===== src/rtl/rsc_pkg.sv =====
package rsc_pkg;
  localparam int SEQ_LEN = 6;
  localparam int STEP_W = $clog2(SEQ_LEN);
  localparam int KEY_W = 15;
  localparam logic [KEY_W-1:0] STORE_KEY = 15'h0F0F;
  localparam logic [KEY_W-1:0] RECALL_KEY = 15'h0F0E;

  typedef struct packed {
    logic clear;
    logic advance;
    logic restart;
    logic fireStore;
    logic fireRecall;
  } rsc_strobe_t;

  // Expected address for each step of the shared opening
  function automatic logic [KEY_W-1:0] seqAddr(logic [STEP_W-1:0] idx);
    case (idx)
      3'd0: seqAddr = 15'h0000;
      3'd1: seqAddr = 15'h1555;
      3'd2: seqAddr = 15'h0AAA;
      3'd3: seqAddr = 15'h1FFF;
      3'd4: seqAddr = 15'h10F0;
      default: seqAddr = 15'h7FFF;
    endcase
  endfunction
endpackage


===== src/rtl/rsc_datapath.sv =====
module rsc_datapath
  import rsc_pkg::*;
#(
  parameter int ADDR_W = 15
) (
  input  logic              clk,
  input  logic              rstN,
  input  logic [ADDR_W-1:0] addr,
  input  rsc_strobe_t       strb,
  output logic              prefixHit,
  output logic              startHit,
  output logic              storeHit,
  output logic              recallHit,
  output logic              lastStep,
  output logic              storePulse,
  output logic              recallPulse
);
  logic [STEP_W-1:0] stepQ;

  always_comb begin
    prefixHit = (addr == ADDR_W'(seqAddr(stepQ)));
    startHit  = (addr == '0);
    storeHit  = (addr == ADDR_W'(STORE_KEY));
    recallHit = (addr == ADDR_W'(RECALL_KEY));
    lastStep  = (stepQ == STEP_W'(SEQ_LEN - 1));
  end

  always_ff @(posedge clk) begin
    if (!rstN) begin
      stepQ       <= '0;
      storePulse  <= 1'b0;
      recallPulse <= 1'b0;
    end else begin
      storePulse  <= strb.fireStore;
      recallPulse <= strb.fireRecall;
      if (strb.clear)        stepQ <= '0;
      else if (strb.advance) stepQ <= stepQ + 1'b1;
      else if (strb.restart) stepQ <= STEP_W'(1);
    end
  end
endmodule


===== src/rtl/rsc_control.sv =====
module rsc_control
  import rsc_pkg::*;
(
  input  logic        busy,
  input  logic        rdDone,
  input  logic        wrStrobe,
  input  logic        prefixHit,
  input  logic        startHit,
  input  logic        storeHit,
  input  logic        recallHit,
  input  logic        lastStep,
  output rsc_strobe_t strb
);
  always_comb begin
    strb = '0;
    if (busy || wrStrobe) begin
      strb.clear = 1'b1;
    end else if (rdDone) begin
      if (lastStep) begin
        if (storeHit) begin
          strb.fireStore = 1'b1;
          strb.clear     = 1'b1;
        end else if (recallHit) begin
          strb.fireRecall = 1'b1;
          strb.clear      = 1'b1;
        end else if (startHit) begin
          strb.restart = 1'b1;
        end else begin
          strb.clear = 1'b1;
        end
      end else if (prefixHit) begin
        strb.advance = 1'b1;
      end else if (startHit) begin
        strb.restart = 1'b1;
      end else begin
        strb.clear = 1'b1;
      end
    end
  end
endmodule


===== src/rtl/read_seq_cmd.sv =====
module read_seq_cmd
  import rsc_pkg::*;
#(
  parameter int ADDR_W = 15
) (
  input  logic              clk,
  input  logic              rstN,
  input  logic              busy,
  input  logic              rdDone,
  input  logic              wrStrobe,
  input  logic [ADDR_W-1:0] addr,
  output logic              storePulse,
  output logic              recallPulse
);
  rsc_strobe_t strb;
  logic prefixHit, startHit, storeHit, recallHit, lastStep;

  rsc_control i_ctrl (
    .busy(busy), .rdDone(rdDone), .wrStrobe(wrStrobe),
    .prefixHit(prefixHit), .startHit(startHit), .storeHit(storeHit),
    .recallHit(recallHit), .lastStep(lastStep), .strb(strb)
  );

  rsc_datapath #(.ADDR_W(ADDR_W)) i_dp (
    .clk(clk), .rstN(rstN), .addr(addr), .strb(strb),
    .prefixHit(prefixHit), .startHit(startHit), .storeHit(storeHit),
    .recallHit(recallHit), .lastStep(lastStep),
    .storePulse(storePulse), .recallPulse(recallPulse)
  );
endmodule


===== config.mk =====
export PLATFORM = sky130hd
export DESIGN_NAME = read_seq_cmd
export DESIGN_NICKNAME = d
export VERILOG_FILES = /design/src/rtl/rsc_pkg.sv /design/src/rtl/rsc_datapath.sv /design/src/rtl/rsc_control.sv /design/src/rtl/read_seq_cmd.sv
export SDC_FILE = /design/constraint.sdc
export NUM_CORES = 1
export LEC_CHECK = 0
export ABC_AREA = 1
export BUFFER_PORTS_ARGS = -buffer_cell sky130_fd_sc_hd__buf_2
export CAP_MARGIN = 20
export CORE_AREA = 2 2 39 41
export CTS_CLUSTER_SIZE = 12
export DETAILED_ROUTE_END_ITERATION = 8
export DIE_AREA = 0 0 41 43
export GPL_TIMING_DRIVEN = 0
export PLACE_DENSITY = 0.72
export SETUP_SLACK_MARGIN = 0.5
export SKIP_LAST_GASP = 1
export SLEW_MARGIN = 10
export SYNTH_ARGS = -nofsm -noshare
export SYNTH_HDL_FRONTEND = slang
export SYNTH_SLANG_ARGS = --single-unit

===== constraint.sdc =====
create_clock -name clk -period 2.16 [get_ports clk]
set_input_delay 0.108 -clock clk [delete_from_list [all_inputs] [get_ports clk]]
set_output_delay 0.108 -clock clk [all_outputs]
set_load 0.02 [all_outputs]

# Word level (Yosys, flattened, before mapping)
# Index checks and enable logic that the tools add are counted.
[word_totals]
register_bits = 5
inputBits = 20
out_inout_bits = 2
elab_cells = 44
[classes]
add_sub_neg = 1
n_eq_ne = 8
muxes = 22
n_bitwise = 3
n_reduce_logical = 7
[op_table]
columns = ["cell", "n"]
rows = [
  ["one-hot mux 15 bit (5 select lines)", 1],
  ["equality test 15 x 12 -> 1 bit (second input constant)", 2],
  ["2-to-1 mux 1 bit", 16],
  ["equality test 15 bit", 1],
  ["logical NOT 15 bit", 1],
  ["equality test 3 x 2 -> 1 bit (second input constant)", 2],
  ["equality test 3 bit (second input constant)", 2],
  ["2-to-1 mux 3 bit", 2],
  ["2-to-1 mux 5 bit", 1],
  ["OR reduction 5 bit", 1],
  ["2-to-1 mux 4 bit", 1],
  ["OR reduction 4 bit", 1],
  ["adder 3 x 1 -> 3 bit (second input constant)", 1],
  ["equality test 3 x 1 -> 1 bit (second input constant)", 1],
  ["logical NOT 3 bit", 1],
  ["NOT 1 bit", 3],
  ["2-to-1 mux 2 bit", 1],
  ["nonzero test 2 bit", 1],
  ["OR reduction 2 bit", 1],
  ["logical OR 1 bit", 1],
]

# Longest topological paths before layout
# Gate-level depths: netlist (run 1).
[logic_depth]
word_depth = 9
ltp_mapped = 13
ltp_nobuf = 13

# Modules after synthesis
# A second synthesis (run 1) with hierarchy kept.
[unflattened]
cells_unflattened = 115
hier_area_um2 = 656.9
[modules_own_cells]
columns = ["mod", "instances", "cells_each", "area_each_um2"]
rows = [
  ["rsc_datapath", 1, 96, 563.0],
  ["rsc_control", 1, 19, 93.8],
]

# Worst setup path before layout (run 1)
# OpenSTA, ideal clock, no wires.
[synth_path]
kind = "register -> register"
start = "register i_dp.stepQ[0]"
end = "register i_dp.stepQ[2]"
setup_time_ps = 116
t_arrival_ps = 1567
t_required_ps = 2044
path_slack_ps = 477
stages_incl_launch_ff = 12
n_path_buf = 0
cell_sequence = "dfxtp_1 -> ha_1 -> ha_1 -> a21oi_1 -> nand2_2 -> o21a_1 -> nor2_1 -> nand4_2 -> nand2_1 -> nand2_1 -> nand2_1 -> a21oi_1"
[synth_between]
elab_chain_cells = 8
word_cells_on_any_way = 21
cone_classes = "add/sub (1); eq/ne (6); mux (11); reduce/logical (3)"
[synth_lines]
columns = ["item", "line", "source"]
rows = [
  ["from (decl)", "rsc_datapath.sv:18", "logic [STEP_W-1:0] stepQ;"],
  ["from (signal assigned)", "rsc_datapath.sv:37", "else if (strb.advance) stepQ <= stepQ + 1'b1;"],
  ["equality test 3 bit, or another cell as far along", "rsc_pkg.sv:18", "case (idx)"],
  ["one-hot mux 15 bit (5 select lines)", "rsc_pkg.sv:18", ""],
  ["equality test 15 bit", "rsc_datapath.sv:21", "prefixHit = (addr == ADDR_W'(seqAddr(stepQ)));"],
  ["2-to-1 mux 1 bit", "rsc_control.sv:31", "end else if (prefixHit) begin"],
  ["2-to-1 mux 1 bit", "rsc_control.sv:19", "if (lastStep) begin"],
  ["2-to-1 mux 5 bit", "rsc_control.sv:18", "end else if (rdDone) begin"],
  ["2-to-1 mux 4 bit / 2-to-1 mux 1 bit (equally long branches)", "rsc_control.sv:16", "if (busy || wrStrobe) begin"],
  ["2-to-1 mux 3 bit, or another cell as far along", "rsc_datapath.sv:37", ""],
]
# Parallel ways exist; a longest one is shown, timed or not.
# A chain may end at the register's enable or synchronous reset.

# Worst setup path after layout (run 1)
[layout_path]
start = "register i_dp.stepQ[1]"
end = "register i_dp.stepQ[2]"
# The elaborated chain is that of the path after synthesis.

==> results of run 1 <==
## state kept, by name, summed over array words and instances (netlist names)
signal and count:
i_dp.recallPulse 1, i_dp.storePulse 1, i_dp.stepQ 3
## layout make-up
class                           count  share of cell area [%]
Clock buffer                        4                    2.90
Inverter                           14                    6.35
Multi-Input combinational cell     79                    63.3
Sequential cell                     5                    12.0
Tap cell                           16                    2.21
Timing Repair Buffer               23                    13.3
## logic make-up after synthesis
group           count (synthesis)  synth area share [%]
simple gates                   63                  51.2
buf+inv                        14                  8.92
compound gates                 11                  12.3
fa+ha+maj                       5                  10.6
flops                           5                  17.0
## worst max path at each step
| stage | startpoint | end | slack [ns] | cells after the start |
|---|---|---|---|---|
| finish | i_dp.stepQ[1] | i_dp.stepQ[2] | 0.37 | 12 |
| global route | i_dp.stepQ[1] | i_dp.stepQ[1] | 0.27 | 12 |
| CTS | i_dp.stepQ[0] | i_dp.stepQ[2] | 0.40 | 11 |
| detailed placement | i_dp.stepQ[1] | i_dp.stepQ[1] | 0.28 | 12 |
| global placement | i_dp.stepQ[1] | i_dp.stepQ[1] | 0.29 | 12 |
| floorplan | i_dp.stepQ[0] | i_dp.stepQ[2] | 0.50 | 12 |
## worst register-to-register path, stage by stage (launching register included)
cell and delay, ns:
dfxtp_4 0.39, inv_4 0.06, ha_4 0.16, o21ai_4 0.19, nand2_4 0.11, nand3b_1 0.11
nand3_2 0.11, nor2_4 0.12, nand4_4 0.12, nand2_2 0.10, nand2_2 0.06, nand2_1 0.09
a21oi_1 0.06
## what timing repair did
item | CTS | global route
endpoints found under the setup margin | 3 | 3
setup buffers | 1 | 1
gates resized for setup | 21 | 17
pin swaps | 6 | 16
## through the flow
stage | total power [W] | utilization [%] | hold WS (ns) | instances | instance area, sq um
2_1_floorplan | 0.000114 | - | 0.185 | 98 | 596
5_1_grt | 0.000261 | 65.5 | 0.0611 | 141 | 906
3_5_place_dp | 0.000138 | 52.1 | 0.311 | 135 | 721
6_report | 0.000245 | 65.5 | 0.0627 | 141 | 906
4_1_cts | 0.000243 | 59.9 | 0.0656 | 140 | 828
3_3_place_gp | 0.000137 | 52.1 | 0.314 | 135 | 721
## per-layer routing
layer | wire length (microns) | track usage, % | vias up
met5 | 0 | 0 | -
met4 | 0 | 4.00 | 0
met3 | 65 | 4.71 | 0
met2 | 843 | 32.2 | 17
met1 | 610 | 21.0 | 319
li1 | - | - | 382
## power by group
group            switching [W]  internal, W
logic                0.0000267    0.0000222
registers      0.0000000000607    0.0000902
clock network        0.0000359    0.0000697
total                0.0000626     0.000182
## placed cells by master, fill, tap and decap left out, types with 2 or more instances in the layout
| cell type | count |
|---|---|
| nand4_1 | 3 |
| dfxtp_4 | 2 |
| dfxtp_1 | 2 |
| nor2_1 | 7 |
| buf_2 | 21 |
| clkbuf_4 | 3 |
| nand2_2 | 7 |
| nand2_1 | 22 |
| nand3_2 | 5 |
| ha_4 | 4 |
| a21oi_2 | 3 |
| nor2_2 | 2 |
| nand3b_1 | 2 |
| nand3_1 | 6 |
| nor4_1 | 3 |
| a21oi_1 | 3 |
| inv_1 | 10 |
| inv_4 | 2 |
| buf_4 | 2 |
==> summary.md, run 1 <==
| Metric | Value |
|---|---|
| Hold path depth | `2` |
| Residual DRC | `0` |
| Top cells by count, synth | `nand2_1, inv_1, nand3_1, nor2_1, a21oi_1` |
| Ys async rst share | `0%` |
| Hold_sp | `addr[0]` |
| RSZ-0062 raised after global routing | `true` |
| Slew margin rel. | `54.6%` |
| CTS max path bufs | `2` |
| Post-route ant nets | `0` |
| Hold WC Path Type | `primary input to flip-flop` |
| Area contributors post-synth | `nand2_1, dfxtp_1, ha_1, nand3_1, inv_1` |
| Dpl hpwl | `1110 microns` |
| Critical path class | `flip-flop to flip-flop` |
| Initial Utilization | `42.6%` |
| Core area | `about 0.0014 sq mm` |
| Final setup fails | `0` |
| Peak VDD IR | `around 0.34 mV` |
| CTS tree | `yes` |
| Mapped Area | `589 sq um` |
| Ys Warns | `0` |
| CTS sink count | `5` |
| P&R area growth vs syn | `53.7%` |
| Final Hold Vio Count | `0` |
| Area leader, netlist | `nand2_1` |
| DR pass1 iterations | `4` |
| Standard-cell rows | `14` |
| Worst path cell trace | `inv_4 -> ha_4 -> o21ai_4 -> nand2_4 -> nand3b_1 -> nand3_2 -> nor2_4 -> nand4_4 -> nand2_2 -> nand2_2 -> nand2_1 -> a21oi_1` |
| Power Density | `270 mW/mm^2` |
| ANT cells | `0` |
| Fmax | `558 MHz` |
| Clock Skews | `roughly 0.00059 ns` |
| Hold buffer count at CTS | `0` |
| Sequential fraction of the synthesis area | `17.0%` |
| Nets | `151` |
| Port bufs | `21` |
| Die Area | `0.00176 sq mm` |
| First-pass GRT wire length | `2300 microns` |
| DRT Wirelength | `1520 microns` |
| Seq. cell area | `between 100 and 150 sq um` |
| Largest net degree at the start of global routing | `8` |
| Inserted Clock Buffers | `3` |
| Most frequent CP cell | `nand2_2` |
| R2R Path Start | `i_dp.stepQ[1]` |
| Minimum clock period | `1.79 ns` |
| Clock-pin slew on the worst setup and hold paths | `0.04 ns` |
| CTS H-tree depth | `1` |
| CP max-delay cell | `dfxtp_4` |
| Fillers | `126` |
| Initial antenna violation count | `0` |
| Primary FF master, synth | `dfxtp_1` |
| Num ports | `22` |
| Share of the synthesized area in the top cell type | `17.8%` |
| CTS Root Cell | `clkbuf_4` |
| Mapped Nets | `123` |
| Post-route setup TNS | `0 ns` |
| Worst stage delay on the critical path | `0.39 ns` |
| Worst Path Arrival | `1.92 ns` |
| FF-to-FF setup slack | `around 0.37 ns` |
| Chip width | `41 microns` |
| Avg Inst Size Synth | `6.01 sq um` |
| Hold Path Sink | `i_dp.recallPulse` |
| Crit share post-route | `82.9%` |
| Placer congestion estimate | `0.746` |
| Clk Latency, worst-skew pair | `0.24 ns` |
| Remaining global-route overflow | `0` |
| Final setup margin | `0.369 ns` |
| Status | `finished clean` |
| EDFF count, synth | `0` |
| Total GRT Usage | `a little under a fifth` |
| Yosys reg bits | `5` |
| Setup crit start kind | `flip-flop` |
| Setup WS pre-CTS | `roughly 0.28 ns` |
| Via density | `roughly 5.1` |
| Multi-input gate area | `~570 sq um` |
| Worst setup EP type | `flip-flop` |
| Max-cap violations | `0` |
| Count leader, synth | `nand2_1` |
| DRT iter0 DRCs | `10` |
| Worst EP required | `roughly 2.3 ns` |
| Layout cell share with drive strength beyond 1 | `48.8%` |
| R2R Path End | `i_dp.stepQ[2]` |
| Count of different cell masters after synthesis | `23` |
| CP top delay family | `simple AND/OR/NAND/NOR gates` |
| WL/cell | `10.8 microns` |
| Crit Path Max Fanout | `6` |
| Max-slew violations | `0` |
| Vias in the first global route | `621` |
| Buf/Inv on CP | `1` |
| Slew @ Worst Pin | `0.679 ns` |
| Mapped Cells | `98` |
| Overall via count from detail_route | `about 700` |
| Leakage power | `0.428 nW` |
| Die Span Y | `approximately 43 microns` |
| FF-to-FF path depth | `12` |
Power figures use the tool's default switching activity.
==> run 2: changes to the inputs <==
Settings changed: CORE_AREA 2 2 39 41 to default, CORE_MARGIN from default to 2, CORE_UTILIZATION from default to 42, DIE_AREA 0 0 41 43 to default.
Clock period 2.16 ns to 1.4 ns, I/O delays scaled along.
==> run 2 against run 1 <==
The flow now finishes with violations (setup timing). Wire length fell by 5.7%. First-iteration DRC count decreased by 50%. Hold slack lost 0.040 ns.
==> summary.md, run 2 (synthesized netlist as in run 1, its figures left out) <==
| Metric | Value |
|---|---|
| Slew @ Worst Pin | `0.717 ns (+0.0380 ns)` |
| Worst EP required | `1.53 ns (-0.76 ns)` |
| Most flop-heavy register | `i_dp.stepQ` |
| Remaining global-route overflow | `0 (unchanged)` |
| Hold_sp | `addr[0]` |
| Most frequent cells in the layout | `nand2_1, buf_2, inv_1` |
| Final setup fails | `3 (+3)` |
| Max-slew violations | `0 (unchanged)` |
| Hold path depth | `2 (unchanged)` |
| Core area | `0.00130 sq mm (-6.0%)` |
| CTS Root Cell | `clkbuf_4` |
| FF-to-FF path depth | `12 (unchanged)` |
| Worst path cell trace | `inv_4 -> ha_4 -> o21ai_4 -> nand2_4 -> nand3b_1 -> nand3_1 -> nor2_1 -> nand4_2 -> nand2_2 -> nand2_2 -> nand2_1 -> a21oi_1` |
| Placer congestion estimate | `0.717 (-3.9%)` |
| Post-route setup TNS | `-1.14 ns (-1.14 ns)` |
| CTS H-tree depth | `1 (unchanged)` |
| Nets | `151 (unchanged)` |
| Worst setup EP type | `flip-flop` |
| CP max-delay cell | `dfxtp_4` |
| Vias in the first global route | `701 (+13%)` |
| Largest regs | `i_dp.stepQ x3, i_dp.recallPulse x1, i_dp.storePulse x1` |
| Status | `complete, but fails checks` |
| Hold buffer count at CTS | `0 (unchanged)` |
| Layout cell share with drive strength beyond 1 | `44.0% (-4.8 points)` |
| Max-cap violations | `0 (unchanged)` |
| DR pass1 iterations | `5 (+1)` |
| R2R Path Start | `i_dp.stepQ[1]` |
| Residual DRC | `0 (unchanged)` |
| Clk pwr share | `43.6% (+0.4 points)` |
| RSZ-0062 raised after global routing | `true` |
| CP top delay family | `simple AND/OR/NAND/NOR gates` |
| Most frequent CP cell | `nand2_2` |
| Initial antenna violation count | `0 (unchanged)` |
| Max reg flops | `3 (unchanged)` |
| WL/cell | `10.2 microns (-5.1%)` |
| DRT iter0 DRCs | `5 (-5)` |
| Fillers | `128 (+1.6%)` |
| Utilization after layout | `67.8% (+2.3 points)` |
| Post-route ant nets | `0 (unchanged)` |
| Final Hold Vio Count | `0 (unchanged)` |
| Buf/Inv on CP | `1 (unchanged)` |
| Switching pwr | `0.0000911 W (+46%)` |
| Die Span Y | `41.5 microns (-3.6%)` |
| Leakage power | `0.428 nW (+0.11%)` |
| P&R area growth vs syn | `49.7%` |
| Critical path class | `flip-flop to flip-flop` |
| ANT cells | `0 (unchanged)` |
| CTS max path bufs | `2 (unchanged)` |
| Inserted Clock Buffers | `3 (unchanged)` |
| Final setup margin | `-0.392 ns (-0.761 ns)` |
| Num ports | `22 (unchanged)` |
| Dpl hpwl | `1220 microns (+9.6%)` |
| CTS tree | `yes` |
| Most common cell after layout, fill and taps aside | `nand2_1` |
| Hold WC Path Type | `primary input to flip-flop` |
| Power Density | `420 mW/mm^2 (+55%)` |
| Crit share post-route | `128% (+45 points)` |
| Die Area | `0.00172 sq mm (-2.5%)` |
| Switching part of the total power | `24.6% (-0.99 points)` |
| R2R Path End | `i_dp.stepQ[1]` |
| Initial Utilization | `45.3% (+2.7 points)` |
| Total power | `0.000370 W (+51%)` |
| Clock Skews | `0.000263 ns (-0.000327 ns)` |
| Largest net degree at the start of global routing | `8 (unchanged)` |
| Slew margin rel. | `52.1% (-2.5 points)` |
| Violated checks | `setup timing` |
| First-pass GRT wire length | `2620 microns (+14%)` |
| FF-to-FF setup slack | `-0.39 ns (-0.76 ns)` |
| Final instance area | `882 sq um (-2.6%)` |
| CTS sink count | `5 (unchanged)` |
| Chip width | `41.5 microns (+1.1%)` |
| DP Area | `806 sq um (+12%)` |
| Peak VDD IR | `0.637 mV (+87%)` |
| Overall via count from detail_route | `700 (-2.5%)` |
| Crit Path Max Fanout | `6 (unchanged)` |
| Worst stage delay on the critical path | `0.39 ns (about the same)` |
| Clk Latency, worst-skew pair | `0.24 ns (about the same)` |
| Port bufs | `21 (unchanged)` |
| Setup crit start kind | `flip-flop` |
| Power Internal | `0.000279 W (+53%)` |
| Fmax | `558 MHz (about the same)` |
| Via density | `5.00 (-1.8%)` |
| Standard-cell rows | `13 (-1)` |
| Minimum clock period | `1.79 ns (+0.000769 ns)` |
| Logic gate share of total power | `18.8% (-1.2 points)` |
| Hold Path Sink | `i_dp.recallPulse` |
| Worst Path Arrival | `1.92 ns (about the same)` |
| Reg power frac | `37.6% (+0.7 points)` |
| DRT Wirelength | `1430 microns (-5.7%)` |
| Clock-pin slew on the worst setup and hold paths | `0.04 ns (about the same)` |
| Total GRT Usage | `18.9% (+0.46 points)` |
| Hold Slack | `0.0223 ns (-0.0404 ns)` |
-- run 2: changes by cell type in the layout (fill, tap and decap cells not counted), moves of 2 or more --
| cell | previous run | this run |
|---|---|---|
| nand2_1 | 22 | 25 |
| nand3_1 | 6 | 8 |
| nand3_2 | 5 | 3 |
| nand2_2 | 7 | 4 |
| nor2_1 | 7 | 9 |
-- run 2: worst reg2reg max path, stage by stage, from the launching register on --
cell      delay, ns
dfxtp_4        0.39
inv_4          0.06
ha_4           0.17
o21ai_4        0.22
nand2_4        0.10
nand3b_1       0.09
nand3_1        0.07
nor2_1         0.12
nand4_2        0.14
nand2_2        0.11
nand2_2        0.06
nand2_1        0.10
a21oi_1        0.06
-- run 2: worst max path at each step --
| stage | slack, ns | cells after the start | startpoint | endpoint |
|---|---|---|---|---|
| final | -0.39 | 12 | i_dp.stepQ[1] | i_dp.stepQ[1] |
| after global routing | -0.55 | 12 | i_dp.stepQ[1] | i_dp.stepQ[1] |
| after CTS | -0.35 | 12 | i_dp.stepQ[1] | i_dp.stepQ[1] |
| after detailed placement | -0.37 | 12 | i_dp.stepQ[2] | i_dp.stepQ[1] |
| after global placement | -0.36 | 12 | i_dp.stepQ[1] | i_dp.stepQ[1] |
| after floorplan | -0.18 | 12 | i_dp.stepQ[1] | i_dp.stepQ[1] |
-- run 2: power by group through the flow --
stage               Clock [W]  Combinational, W  Sequential [W]
floorplan                   0         0.0000296        0.000142
global placement            0         0.0000653        0.000142
detailed placement          0         0.0000679        0.000142
CTS                  0.000168         0.0000697        0.000139
global route         0.000185         0.0000803        0.000139
finish               0.000162         0.0000696        0.000139
-- run 2: repair_timing --
item,in CTS,in global routing
setup endpoints to repair,5,5
buffers inserted,1,1
hold endpoints to repair,0,0
resized for setup,7,4
pin swaps,4,6
-- run 2: layer usage --
layer | GRT usage [%] | wire, microns | up-vias
li1 | - | - | 379
met1 | 20.4 | 610 | 311
met2 | 33.4 | 765 | 10
met3 | 6.96 | 56 | 0
met4 | 6.45 | 0 | 0
met5 | 0 | 0 | -
-- run 2: through the flow --
stage,setup slack [ns],instances
after detailed placement,-0.373,134
after floorplan,-0.180,98
after CTS,-0.353,139
final,-0.392,140
after global placement,-0.363,134
after global routing,-0.552,140
-- run 2: final cells by class --
class,instances,area [sq um],area share [%]
Timing Repair Buffer,23,124,14.0
Tap cell,15,18.8,2.13
Inverter,14,57.6,6.52
Sequential cell,5,109,12.3
Clock buffer,4,26.3,2.98
Multi-Input combinational cell,79,547,62.0
==> run 3: changes to the inputs <==
Settings changed: ABC_AREA 1 to default, CORE_UTILIZATION 42 to 41, PLACE_DENSITY 0.72 to 0.71.
==> run 3 against run 2 <==
The run still ends with setup timing left. Largest power group unchanged. Worst setup slack worse by 0.12 ns. Sequential cell count unchanged. Die area down 5.7%. Area after synthesis down 8.5%.
==> summary.md, run 3 <==
| Metric | Value |
|---|---|
| Crit Path Max Fanout | `5 (-1)` |
| DP Area | `693 sq um (-14%)` |
| Leakage power | `0.359 nW (-16%)` |
| Area contributors post-synth | `dfxtp_1, ha_1, nand4_1, mux2i_1, a221oi_2` |
| Yosys reg bits | `5 (unchanged)` |
| Num ports | `22 (unchanged)` |
| Fmax | `523 MHz (-6.4%)` |
| Post-route setup TNS | `-1.64 ns (-0.500 ns)` |
| Minimum clock period | `1.91 ns (+0.122 ns)` |
| Max-slew violations | `0 (unchanged)` |
| Max reg flops | `3 (unchanged)` |
| R2R Path Start | `i_dp.stepQ[1]` |
| Remaining global-route overflow | `0 (unchanged)` |
| First-pass GRT wire length | `2170 microns (-17%)` |
| Initial Utilization | `42.5% (-2.8 points)` |
| Standard-cell rows | `13 (unchanged)` |
| Share of the synthesized area in the top cell type | `18.6% (+0.73 points)` |
| Mapped Nets | `89 (-28%)` |
| Hold_sp | `addr[0]` |
| Final setup margin | `-0.513 ns (-0.122 ns)` |
| Crit path launch | `i_dp.stepQ[1]` |
| Slew margin rel. | `82.1% (+30 points)` |
| Status | `complete, but fails checks` |
| Largest net degree at the start of global routing | `10 (+2)` |
| Grt peak-use layer | `met2` |
| Top cells by count, synth | `dfxtp_1, ha_1, nand4_1, nor2_1, nor3_1` |
| DRT iter0 DRCs | `7 (+2)` |
| Final instance area | `807 sq um (-8.5%)` |
| Total GRT Usage | `19.7% (+0.83 points)` |
| Setup WS pre-CTS | `-0.641 ns (-0.268 ns)` |
| Final Hold Vio Count | `0 (unchanged)` |
| CTS tree | `yes` |
| Via density | `5.35 (+7.1%)` |
| Vias in the first global route | `534 (-24%)` |
| Worst EP required | `1.57 ns (+0.04 ns)` |
| Violated checks | `setup timing` |
| Largest regs | `i_dp.stepQ x3, i_dp.recallPulse x1, i_dp.storePulse x1` |
| Met2 Use GR | `40.7% (+7.3 points)` |
| ANT cells | `0 (unchanged)` |
| Final setup fails | `5 (+2)` |
| Initial antenna violation count | `0 (unchanged)` |
| Hold WC Path Type | `primary input to flip-flop` |
| Post-route ant nets | `0 (unchanged)` |
| Power Density | `443 mW/mm^2 (+5.5%)` |
| Mapped Cells | `64 (-35%)` |
| Residual DRC | `0 (unchanged)` |
| Routing usage on met1 | `19.9% (-0.44 points)` |
| Utilization after layout | `63.6% (-4.2 points)` |
| RSZ-0062 raised after global routing | `true` |
| CTS sink count | `5 (unchanged)` |
| Clk Latency, worst-skew pair | `0.23 ns (about the same)` |
| DR pass1 iterations | `3 (-2)` |
| Critical path class | `flip-flop to flip-flop` |
| Clock-pin slew on the worst setup and hold paths | `0.04 ns (about the same)` |
| Met3 Resource Use GR | `2.78% (-4.2 points)` |
| Die Area | `0.00162 sq mm (-5.7%)` |
| Primary FF master, synth | `dfxtp_1` |
| DRT Wirelength | `1330 microns (-6.8%)` |
| EDFF count, synth | `0 (unchanged)` |
| Most flop-heavy register | `i_dp.stepQ` |
| Clock Skews | `0.00433 ns (+0.00407 ns)` |
| Most frequent cells in the layout | `buf_2, buf_4, nand4_1, nor2_1` |
| Port bufs | `21 (unchanged)` |
| Synth Area in Adders | `11.6% (+0.99 points)` |
| Slew @ Worst Pin | `0.265 ns (-0.452 ns)` |
| Max-cap violations | `0 (unchanged)` |
| CTS H-tree depth | `1 (unchanged)` |
| Die Span Y | `40.3 microns (-2.9%)` |
| Mapped Area | `539 sq um (-8.5%)` |
| Worst Path Arrival | `2.09 ns (+0.17 ns)` |
| Avg Inst Size Synth | `8.43 sq um (+40%)` |
| R2R Path End | `i_dp.stepQ[0]` |
| Placer congestion estimate | `0.742 (+3.6%)` |
| Crit share post-route | `137% (+8.7 points)` |
| Overall via count from detail_route | `589 (-16%)` |
| Inserted Clock Buffers | `3 (unchanged)` |
| Dpl hpwl | `1030 microns (-16%)` |
| Most common cell after layout, fill and taps aside | `buf_2` |
| Sequential fraction of the synthesis area | `18.6% (+1.6 points)` |
| Post-Synth Simple-Gate Area | `33.9% (-17 points)` |
| P&R area growth vs syn | `49.7% (about the same)` |
| Ys async rst share | `0% (unchanged)` |
| Chip width | `40.3 microns (-2.9%)` |
| CTS Root Cell | `clkbuf_4` |
| Area leader, netlist | `dfxtp_1` |
| Nets | `121 (-20%)` |
| WL/cell | `12.1 microns (+19%)` |
| FF-to-FF path depth | `10 (-2)` |
| Post-synthesis mux area share | `5.57% (+5.6 points)` |
| Ys Warns | `0 (unchanged)` |
| Setup crit start kind | `flip-flop` |
| CTS max path bufs | `2 (unchanged)` |
| Layout cell share with drive strength beyond 1 | `56.8% (+13 points)` |
| FF-to-FF setup slack | `-0.51 ns (-0.12 ns)` |
| Synth Area in Compound Gates | `26.9% (+15 points)` |
| Peak VDD IR | `0.399 mV (-37%)` |
| Post-Synth XOR/XNOR Area | `0% (unchanged)` |
| Worst setup EP type | `flip-flop` |
| CP endpoint | `i_dp.stepQ[0]` |
| Core area | `0.00127 sq mm (-2.5%)` |
| Largest family of logic cells by synthesized area | `simple AND/OR/NAND/NOR gates` |
| Count of different cell masters after synthesis | `28 (+22%)` |
-- run 3: changes by cell type after synthesis, moves of 4 or more --
cell,before,now
nand2_1,28,2
nor2_1,10,5
nand3_1,10,2
a21oi_1,6,2
nor3_1,0,5
inv_1,12,4
-- run 3: metal layers --
metal	vias up	wire length, microns
li1	311	-
met1	265	563
met2	13	710
met3	0	61
met4	0	0
met5	-	0
-- run 3: area by class of cell --
class / instances / area (sq um)
Fill cell: 125 / 462
Clock buffer: 4 / 26.3
Inverter: 5 / 21.3
Sequential cell: 5 / 109
Timing Repair Buffer: 27 / 150
Multi-Input combinational cell: 54 / 482
Tap cell: 15 / 18.8
-- run 3: logic make-up (layout without fill, tap and decap cells) --
kind of cell	count (synthesis)	in the layout
AO/OA/AOI/OAI	15	15
adder cells (fa/ha/maj)	5	5
buffers and inverters	5	36
flip-flops	5	5
multiplexers	3	3
AND/OR/NAND/NOR	31	31
-- run 3: per-stage QoR --
step | total power [W] | hold slack, ns | cells
finish | 0.000358 | 0.0307 | 110
global route | 0.000379 | 0.0370 | 110
CTS | 0.000363 | 0.0271 | 108
detailed placement | 0.000199 | 0.283 | 100
global placement | 0.000197 | 0.275 | 100
floorplan | 0.000163 | 0.142 | 64
-- run 3: worst min path at each step --
stage | cells past startpoint | end | slack (ns)
2_1_floorplan | 1 | i_dp.recallPulse | 0.14
6_report | 2 | i_dp.recallPulse | 0.03
5_1_grt | 2 | i_dp.recallPulse | 0.04
3_3_place_gp | 2 | i_dp.recallPulse | 0.28
3_5_place_dp | 2 | i_dp.recallPulse | 0.28
4_1_cts | 2 | i_dp.recallPulse | 0.03
-- run 3: critical path, stage by stage, from the launching register on --
cell and delay (ns):
dfxtp_4 0.38, inv_2 0.06, ha_4 0.17, buf_4 0.14, nor2_1 0.12, nor3_2 0.05
a31oi_1 0.20, a221oi_2 0.05, buf_4 0.16, a2111oi_2 0.35, o21ba_1 0.16
-- run 3: repair_timing --
| item | CTS | global route |
|---|---|---|
| buffers inserted | 4 | 2 |
| pin swaps | 4 | 3 |
| setup endpoints to repair | 5 | 5 |
| cloned | 0 | 0 |
| gates resized for setup | 8 | 4 |
| hold buffers | 0 | 0 |
-- run 3: power breakdown --
group	switching, W	leakage (nW)	internal, W
clock network	0.0000523	0.0150	0.000107
logic	0.0000274	0.301	0.0000315
registers	0.000000000499	0.0424	0.000139
total	0.0000796	0.359	0.000278
